===== config.mk =====
export PLATFORM = sky130hd
export DESIGN_NAME = hidden_wupd
export DESIGN_NICKNAME = d
export VERILOG_FILES = /design/src/rtl/hwu_pkg.sv /design/src/rtl/hwu_gate.sv /design/src/rtl/hwu_step.sv /design/src/rtl/hwu_seq.sv /design/src/rtl/hidden_wupd.sv
export SDC_FILE = /design/constraint.sdc
export NUM_CORES = 1
export LEC_CHECK = 0
export CORE_AREA = 2 2 145 183
export DETAILED_ROUTE_END_ITERATION = 8
export DIE_AREA = 0 0 147 185
export PLACE_DENSITY = 0.88
export SLEW_MARGIN = 20
export SYNTH_ARGS = -nofsm -noshare
export SYNTH_HDL_FRONTEND = slang
export SYNTH_HIERARCHICAL = 1
export SYNTH_SLANG_ARGS = --single-unit

===== constraint.sdc =====
create_clock -name clk -period 4.69 [get_ports clk]
set_clock_uncertainty 0.1 [all_clocks]
set_input_delay 0.469 -clock clk [delete_from_list [all_inputs] [get_ports clk]]
set_output_delay 0.469 -clock clk [all_outputs]
set_load 0.02 [all_outputs]

===== src/rtl/hwu_pkg.sv =====
package hwu_pkg;

  typedef enum logic [1:0] {
    ST_IDLE = 2'd0,
    ST_GATE = 2'd1,
    ST_STEP = 2'd2,
    ST_FIN  = 2'd3
  } hwu_state_e;

  // Step direction: 1 means +1, 0 means -1.
  // Positive error follows the input bit; otherwise the bit is inverted.
  function automatic logic step_up(input logic err_pos, input logic in_bit);
    return (in_bit == err_pos);
  endfunction

endpackage


===== src/rtl/hwu_gate.sv =====
module hwu_gate #(
  parameter int ACC_W = 16,
  parameter int LIM_W = 16,
  parameter int RND_W = 8
) (
  input  logic signed [ACC_W-1:0] sum_i,
  input  logic signed [ACC_W-1:0] err_i,
  input  logic [RND_W-1:0]        rnd_a_i,
  input  logic [RND_W-1:0]        rnd_b_i,
  input  logic [LIM_W-1:0]        lim_a_i,
  input  logic [LIM_W-1:0]        lim_b_i,
  output logic                    near_o,
  output logic                    large_o,
  output logic                    err_pos_o
);
  localparam int MAG_W  = ACC_W + 1;
  localparam int PW     = RND_W + LIM_W;
  localparam int SHW    = MAG_W + RND_W;
  localparam int CMP_W  = (SHW > PW) ? SHW : PW;

  logic [MAG_W-1:0] sum_ext, err_ext, sum_mag, err_mag;
  logic [PW-1:0]    prod_a, prod_b;
  logic [CMP_W-1:0] lhs_a, lhs_b, rhs_a, rhs_b;

  // Magnitudes carry one extra bit so the most negative value is exact.
  assign sum_ext = {sum_i[ACC_W-1], sum_i};
  assign err_ext = {err_i[ACC_W-1], err_i};
  assign sum_mag = sum_ext[MAG_W-1] ? (~sum_ext + 1'b1) : sum_ext;
  assign err_mag = err_ext[MAG_W-1] ? (~err_ext + 1'b1) : err_ext;

  // Full-width products; a threshold of floor(P / 2^RND_W) is compared
  // as (m << RND_W) against P, which keeps every product bit in use.
  assign prod_a = {{LIM_W{1'b0}}, rnd_a_i} * {{RND_W{1'b0}}, lim_a_i};
  assign prod_b = {{LIM_W{1'b0}}, rnd_b_i} * {{RND_W{1'b0}}, lim_b_i};

  assign lhs_a = CMP_W'({sum_mag, {RND_W{1'b0}}});
  assign lhs_b = CMP_W'({err_mag, {RND_W{1'b0}}});
  assign rhs_a = CMP_W'(prod_a);
  assign rhs_b = CMP_W'(prod_b);

  assign near_o    = (lhs_a <= rhs_a);
  assign large_o   = (lhs_b >  rhs_b);
  assign err_pos_o = ~err_i[ACC_W-1] & (|err_i);
endmodule


===== src/rtl/hwu_step.sv =====
module hwu_step #(
  parameter int WGT_W = 16
) (
  input  logic [WGT_W-1:0] w_i,
  input  logic             up_i,
  output logic [WGT_W-1:0] w_o
);
  localparam logic [WGT_W-1:0] W_MAX = {1'b0, {(WGT_W-1){1'b1}}};
  localparam logic [WGT_W-1:0] W_MIN = {1'b1, {(WGT_W-1){1'b0}}};

  always_comb begin
    if (up_i) begin
      w_o = (w_i == W_MAX) ? W_MAX : (w_i + 1'b1);
    end else begin
      w_o = (w_i == W_MIN) ? W_MIN : (w_i - 1'b1);
    end
  end
endmodule


===== src/rtl/hwu_seq.sv =====
module hwu_seq
  import hwu_pkg::*;
#(
  parameter int N_IN   = 8,
  parameter int N_HID  = 4,
  parameter int ADDR_W = 6,
  parameter int NID_W  = 2,
  parameter int IDX_W  = 4
) (
  input  logic              clk,
  input  logic              rst_n,
  input  logic              start_i,
  input  logic              fire_i,
  input  logic              err_pos_i,
  input  logic [N_IN-1:0]   in_bits_i,
  output logic [NID_W-1:0]  nidx_o,
  output logic              in_gate_o,
  output logic              busy_o,
  output logic              done_o,
  output logic              rd_en_o,
  output logic [ADDR_W-1:0] rd_addr_o,
  output logic              wr_pend_o,
  output logic [ADDR_W-1:0] wr_addr_o,
  output logic              wr_up_o
);
  localparam logic [ADDR_W-1:0] STRIDE = ADDR_W'(N_IN + 1);
  localparam logic [NID_W-1:0]  LAST_N = NID_W'(N_HID - 1);
  localparam logic [IDX_W-1:0]  LAST_I = IDX_W'(N_IN);

  hwu_state_e        state;
  logic [NID_W-1:0]  nidx;
  logic [IDX_W-1:0]  iidx;
  logic [ADDR_W-1:0] base;
  logic              errpos_q;
  logic              pend;
  logic [ADDR_W-1:0] pend_addr;
  logic              pend_up;
  logic [N_IN:0]     ext_bits;
  logic              last_n, last_i, rd_en;
  logic [ADDR_W-1:0] rd_addr;

  // Bias input sits at the top index with a constant 1.
  assign ext_bits = {1'b1, in_bits_i};
  assign last_n   = (nidx == LAST_N);
  assign last_i   = (iidx == LAST_I);
  assign rd_en    = (state == ST_STEP);
  assign rd_addr  = base + ADDR_W'(iidx);

  always_ff @(posedge clk or negedge rst_n) begin
    if (!rst_n) begin
      state     <= ST_IDLE;
      nidx      <= '0;
      iidx      <= '0;
      base      <= '0;
      errpos_q  <= 1'b0;
      pend      <= 1'b0;
      pend_addr <= '0;
      pend_up   <= 1'b0;
    end else begin
      pend <= rd_en;
      if (rd_en) begin
        pend_addr <= rd_addr;
        pend_up   <= step_up(errpos_q, ext_bits[iidx]);
      end
      case (state)
        ST_IDLE: begin
          if (start_i) begin
            state <= ST_GATE;
            nidx  <= '0;
            base  <= '0;
          end
        end
        ST_GATE: begin
          if (fire_i) begin
            state    <= ST_STEP;
            iidx     <= '0;
            errpos_q <= err_pos_i;
          end else if (last_n) begin
            state <= ST_FIN;
          end else begin
            nidx <= nidx + NID_W'(1);
            base <= base + STRIDE;
          end
        end
        ST_STEP: begin
          if (last_i) begin
            iidx <= '0;
            if (last_n) begin
              state <= ST_FIN;
            end else begin
              state <= ST_GATE;
              nidx  <= nidx + NID_W'(1);
              base  <= base + STRIDE;
            end
          end else begin
            iidx <= iidx + IDX_W'(1);
          end
        end
        ST_FIN:  state <= ST_IDLE;
        default: state <= ST_IDLE;
      endcase
    end
  end

  assign nidx_o    = nidx;
  assign in_gate_o = (state == ST_GATE);
  assign busy_o    = (state != ST_IDLE);
  assign done_o    = (state == ST_FIN);
  assign rd_en_o   = rd_en;
  assign rd_addr_o = rd_addr;
  assign wr_pend_o = pend;
  assign wr_addr_o = pend_addr;
  assign wr_up_o   = pend_up;
endmodule


===== src/rtl/hidden_wupd.sv =====
module hidden_wupd #(
  parameter int N_IN  = 8,
  parameter int N_HID = 4,
  parameter int ACC_W = 16,
  parameter int WGT_W = 16,
  parameter int LIM_W = 16,
  parameter int RND_W = 8,
  parameter int DEPTH  = N_HID * (N_IN + 1),
  parameter int ADDR_W = (DEPTH > 1) ? $clog2(DEPTH) : 1
) (
  input  logic                   clk,
  input  logic                   rst_n,
  input  logic                   start_i,
  input  logic [N_IN-1:0]        in_bits_i,
  input  logic [N_HID*ACC_W-1:0] hid_sum_i,
  input  logic [N_HID*ACC_W-1:0] err_acc_i,
  input  logic [RND_W-1:0]       rnd_a_i,
  input  logic [RND_W-1:0]       rnd_b_i,
  input  logic [LIM_W-1:0]       lim_a_i,
  input  logic [LIM_W-1:0]       lim_b_i,
  output logic                   mem_rd_en_o,
  output logic [ADDR_W-1:0]      mem_rd_addr_o,
  input  logic [WGT_W-1:0]       mem_rd_data_i,
  output logic                   mem_wr_en_o,
  output logic [ADDR_W-1:0]      mem_wr_addr_o,
  output logic [WGT_W-1:0]       mem_wr_data_o,
  output logic                   busy_o,
  output logic                   done_o
);
  localparam int NID_W = (N_HID > 1) ? $clog2(N_HID) : 1;
  localparam int IDX_W = $clog2(N_IN + 1);

  logic [NID_W-1:0]        nidx;
  logic                    in_gate;
  logic signed [ACC_W-1:0] cur_sum, cur_err;
  logic                    near_w, large_w, err_pos_w;
  logic                    gate_fire_w;
  logic                    wr_up_w;

  assign cur_sum = hid_sum_i[nidx*ACC_W +: ACC_W];
  assign cur_err = err_acc_i[nidx*ACC_W +: ACC_W];

  hwu_gate #(.ACC_W(ACC_W), .LIM_W(LIM_W), .RND_W(RND_W)) gate_i (
    .sum_i     (cur_sum),
    .err_i     (cur_err),
    .rnd_a_i   (rnd_a_i),
    .rnd_b_i   (rnd_b_i),
    .lim_a_i   (lim_a_i),
    .lim_b_i   (lim_b_i),
    .near_o    (near_w),
    .large_o   (large_w),
    .err_pos_o (err_pos_w)
  );

  // Training event for the neuron under decision.
  assign gate_fire_w = in_gate & near_w & large_w;

  hwu_seq #(
    .N_IN(N_IN), .N_HID(N_HID), .ADDR_W(ADDR_W), .NID_W(NID_W), .IDX_W(IDX_W)
  ) seq_i (
    .clk       (clk),
    .rst_n     (rst_n),
    .start_i   (start_i),
    .fire_i    (gate_fire_w),
    .err_pos_i (err_pos_w),
    .in_bits_i (in_bits_i),
    .nidx_o    (nidx),
    .in_gate_o (in_gate),
    .busy_o    (busy_o),
    .done_o    (done_o),
    .rd_en_o   (mem_rd_en_o),
    .rd_addr_o (mem_rd_addr_o),
    .wr_pend_o (mem_wr_en_o),
    .wr_addr_o (mem_wr_addr_o),
    .wr_up_o   (wr_up_w)
  );

  hwu_step #(.WGT_W(WGT_W)) step_i (
    .w_i  (mem_rd_data_i),
    .up_i (wr_up_w),
    .w_o  (mem_wr_data_o)
  );
endmodule


==> results.txt <==
EDFF count, synth -> 0
Max Freq -> 0.1493 GHz
drt wl/cell -> 18.95 µm
reg2reg start -> seq_i/nidx_o[0]$_DFFE_PN0P_
CP peak stage delay -> 560 ps
Setup crit start -> rnd_a_i[3]
WP buf/inv -> 5
die area -> 27200 µm²
Placed Cells -> 2165
Cell Area, Synth -> 12570 µm²
Worst setup EP type -> flop
Final Hold Viols -> 0
Least-Margin Pin Slew -> 632.8 ps
global route overflow -> 0
R2R setup slack -> -180 ps
htree depth -> 1
Hold-fix buffers, CTS -> 0
IO Pins -> 235
setup ws final -> -2008 ps
CTS Buf Count -> 3
post-synthesis sequential area ratio -> 4.580%
core area -> 25600 µm²
LEAKAGE -> 8.330 nW
min cycle time layout -> 6698 ps
Worst path top cell family by delay -> adder cells
vias in the first global route -> 13.99k
critical path class -> primary input to flop
net count after synthesis -> 1925
post-synth top area cell -> fa_1
Setup WS pre-CTS -> -2950 ps
Final HPWL DP -> 32180 µm
Mapped Cells -> 1415
total power -> 0.01125 W
maximum VDD drop -> 463.0 µV
clock slew at reported path FFs -> 60 ps
CTS tree -> yes
Post-synth ARST share -> 100.0%
max_cap viols -> 0
global-route wire length before repair -> 66030 µm
Net count, final -> 2378
warnings from Yosys -> 6
period utilization -> 142.8%
Area after DPL -> 17070 µm²
Crit path top cell by count -> fa_1
DRC viols -> 0
CTS Sinks -> 23
Pins Over Slew Limit -> 0
Total GRT Usage -> 29.50%
Worst slew margin -> 57.82%
drt first-iter violations -> 685
slowest CP cell -> fa_1
CP arrival -> 6780 ps
Cell Rows -> 66
initial antenna violation count -> 1
R2R Path End -> seq_i/state[1]$_DFFE_PN0P_
CTS Root Cell -> clkbuf_16
crit path max fanout -> 5
Initial Util -> 49.09%
Routed WL -> 41840 µm
cell count of the worst reg-to-reg path -> 21
layout cells sized above 1 -> 27.16%
Die Ht -> 185 µm
largest cells by area after synthesis -> fa_1, ha_1, and2_1, inv_1, mux4_2
Final Non-Filler Cells -> 2208
Unique masters post-synth -> 85
Worst Path Required -> 4770 ps
outcome -> complete, but fails checks
drt first pass iters -> 5
area share of the largest cell type after synthesis -> 26.92%
Area Overhead vs Synth -> 43.73%
Final Cell Area -> 18060 µm²
IO buf count -> 234
DR vias -> 12.86k
worst min path class -> primary input to async pin
RSZ-0062 raised after global routing -> true
Post-synth top flop -> dfrtp_1
Setup Viol. Count Final -> 15
Avg Cell Area, Syn -> 8.881 µm²
Detail Route Antenna Nets -> 0
PwrDens -> 622.7 nW/µm²
routability cong. -> 0.9117
CTS max path bufs -> 2
synthesized flop and latch total -> 23
worst-skew pair later-pin latency -> 260 ps
failing checks -> setup timing
Die Wd -> 147 µm
largest net degree at the start of global routing -> 27
post-DR vias/cell -> 5.822
Worst setup SP type -> primary input
-- cell usage in the layout (no fill, tap or decap), types with 27 or more instances in the layout --
cell / count
nand2_1: 100
a21oi_1: 32
inv_1: 185
clkdlybuf4s50_1: 194
xnor2_1: 51
mux4_2: 31
ha_1: 114
nor2_1: 27
fa_1: 155
buf_4: 233
and2_1: 180
-- worst register-to-register path, stage by stage (launching register included) --
cell      delay (ps)
dfrtp_2          400
buf_12           180
buf_12           190
mux4_2           560
buf_4            180
nor4_1           400
nand3_1          170
o31ai_1          280
xnor2_1          120
ha_1             300
nand4_1          130
nor2_2           150
nand3_2          110
nor3_4           180
buf_6            130
nand4_1          110
o21ai_2          190
and3_4           220
nand2b_4         140
nor2_2            40
or4_1            410
o21ai_1          100
-- logic make-up (layout without fill, tap and decap cells) --
logic type / after synthesis / in the layout / synth area share [%]
muxes: 43 / 43 / 6.840
other: 0 / 1 / 0
xor gates and xnor gates: 70 / 70 / 4.879
buffers and inverters: 248 / 700 / 8.084
AOI/OAI and AO/OA: 235 / 235 / 12.69
DFF: 23 / 23 / 4.580
and+or+nand+nor: 489 / 489 / 22.26
adders and majority gates: 307 / 307 / 40.66
-- worst max path at each step --
stage	to	cells past startpoint	slack, ps
2_1_floorplan	seq_i/base[3]$_DFFE_PN0P_	29	-1550
3_3_place_gp	seq_i/base[3]$_DFFE_PN0P_	30	-2820
3_5_place_dp	seq_i/iidx[3]$_DFFE_PN0P_	31	-2950
4_1_cts	seq_i/state[1]$_DFFE_PN0P_	32	-1960
6_report	seq_i/state[1]$_DFFE_PN0P_	30	-2010
5_1_grt	seq_i/iidx[3]$_DFFE_PN0P_	31	-2220
-- per-stage QoR --
step	TNS, ps	util [%]	hold slack (ps)
2_1_floorplan	-20980	-	73.41
3_3_place_gp	-41120	66.69	368.3
3_5_place_dp	-43040	66.69	373.7
4_1_cts	-28180	68.82	389.0
5_1_grt	-32120	70.56	121.5
6_report	-28720	70.56	76.57
-- where the power goes --
group,internal [W],switching [W],total (W),leakage (nW)
Combinational,0.00523,0.00543,0.0107,7.99
Clock,0.000115,0.0000704,0.000185,0.0409
Sequential,0.000284,0.000115,0.000399,0.294
-- timing repair --
item                                    in CTS  in global routing
endpoints found under the hold margin        0                  0
endpoints found under the setup margin      15                 15
cloned                                       3                  2
setup buffers                               24                 12
pin swaps                                   62                114
gates resized for setup                    153                133
-- area by class of cell --
| class | count | area, µm² |
|---|---|---|
| inverters | 203 | 762.0 |
| diodes | 1 | 2.502 |
| flip-flops and latches | 23 | 576.8 |
| clock inverters | 1 | 5.005 |
| multi-input cells | 1144 | 11860 |
| well taps | 340 | 425.4 |
| clock buffers | 3 | 75.07 |
| repair buffers | 493 | 4359 |
| fillers | 1701 | 7537 |
-- synth_stat cells, drive strengths merged (4+ instances only) --
library cell	instances
inv	203
o21ai	57
fa	169
o31ai	14
buf	19
dfrtp	23
or3	7
a21boi	4
and2	197
a221oi	4
nor3	20
nand3	29
or4	9
a211oi	12
xor2	19
nand4	17
mux4	33
nand2	114
ha	138
nor3b	5
nand2b	14
nor4	18
o211ai	11
xnor2	51
a221o	5
nor2b	4
mux2	7
nand3b	4
nor2	31
a31oi	5
a21oi	52
clkbuf	26
a21o	24
and3	9
-- sequential cells by signal, summed over array words and instances (netlist names) --
register	flops
seq_i/errpos_q	1
seq_i/wr_pend_o	1
seq_i/wr_up_o	1
seq_i/state	2
seq_i/wr_addr_o	6
seq_i/iidx	4
seq_i/base	6
seq_i/nidx_o	2
-- routing by layer --
metal	wire length [µm]	vias up	part of all wire [%]	GRT usage [%]
li1	-	5739	-	-
met1	14570	6307	35	31.65
met2	22760	614	54	57.95
met3	2098	196	5.0	2.882
met4	2410	0	5.8	13.65
met5	0	-	0	0
Note: power is estimated with default switching activity, not from simulation.
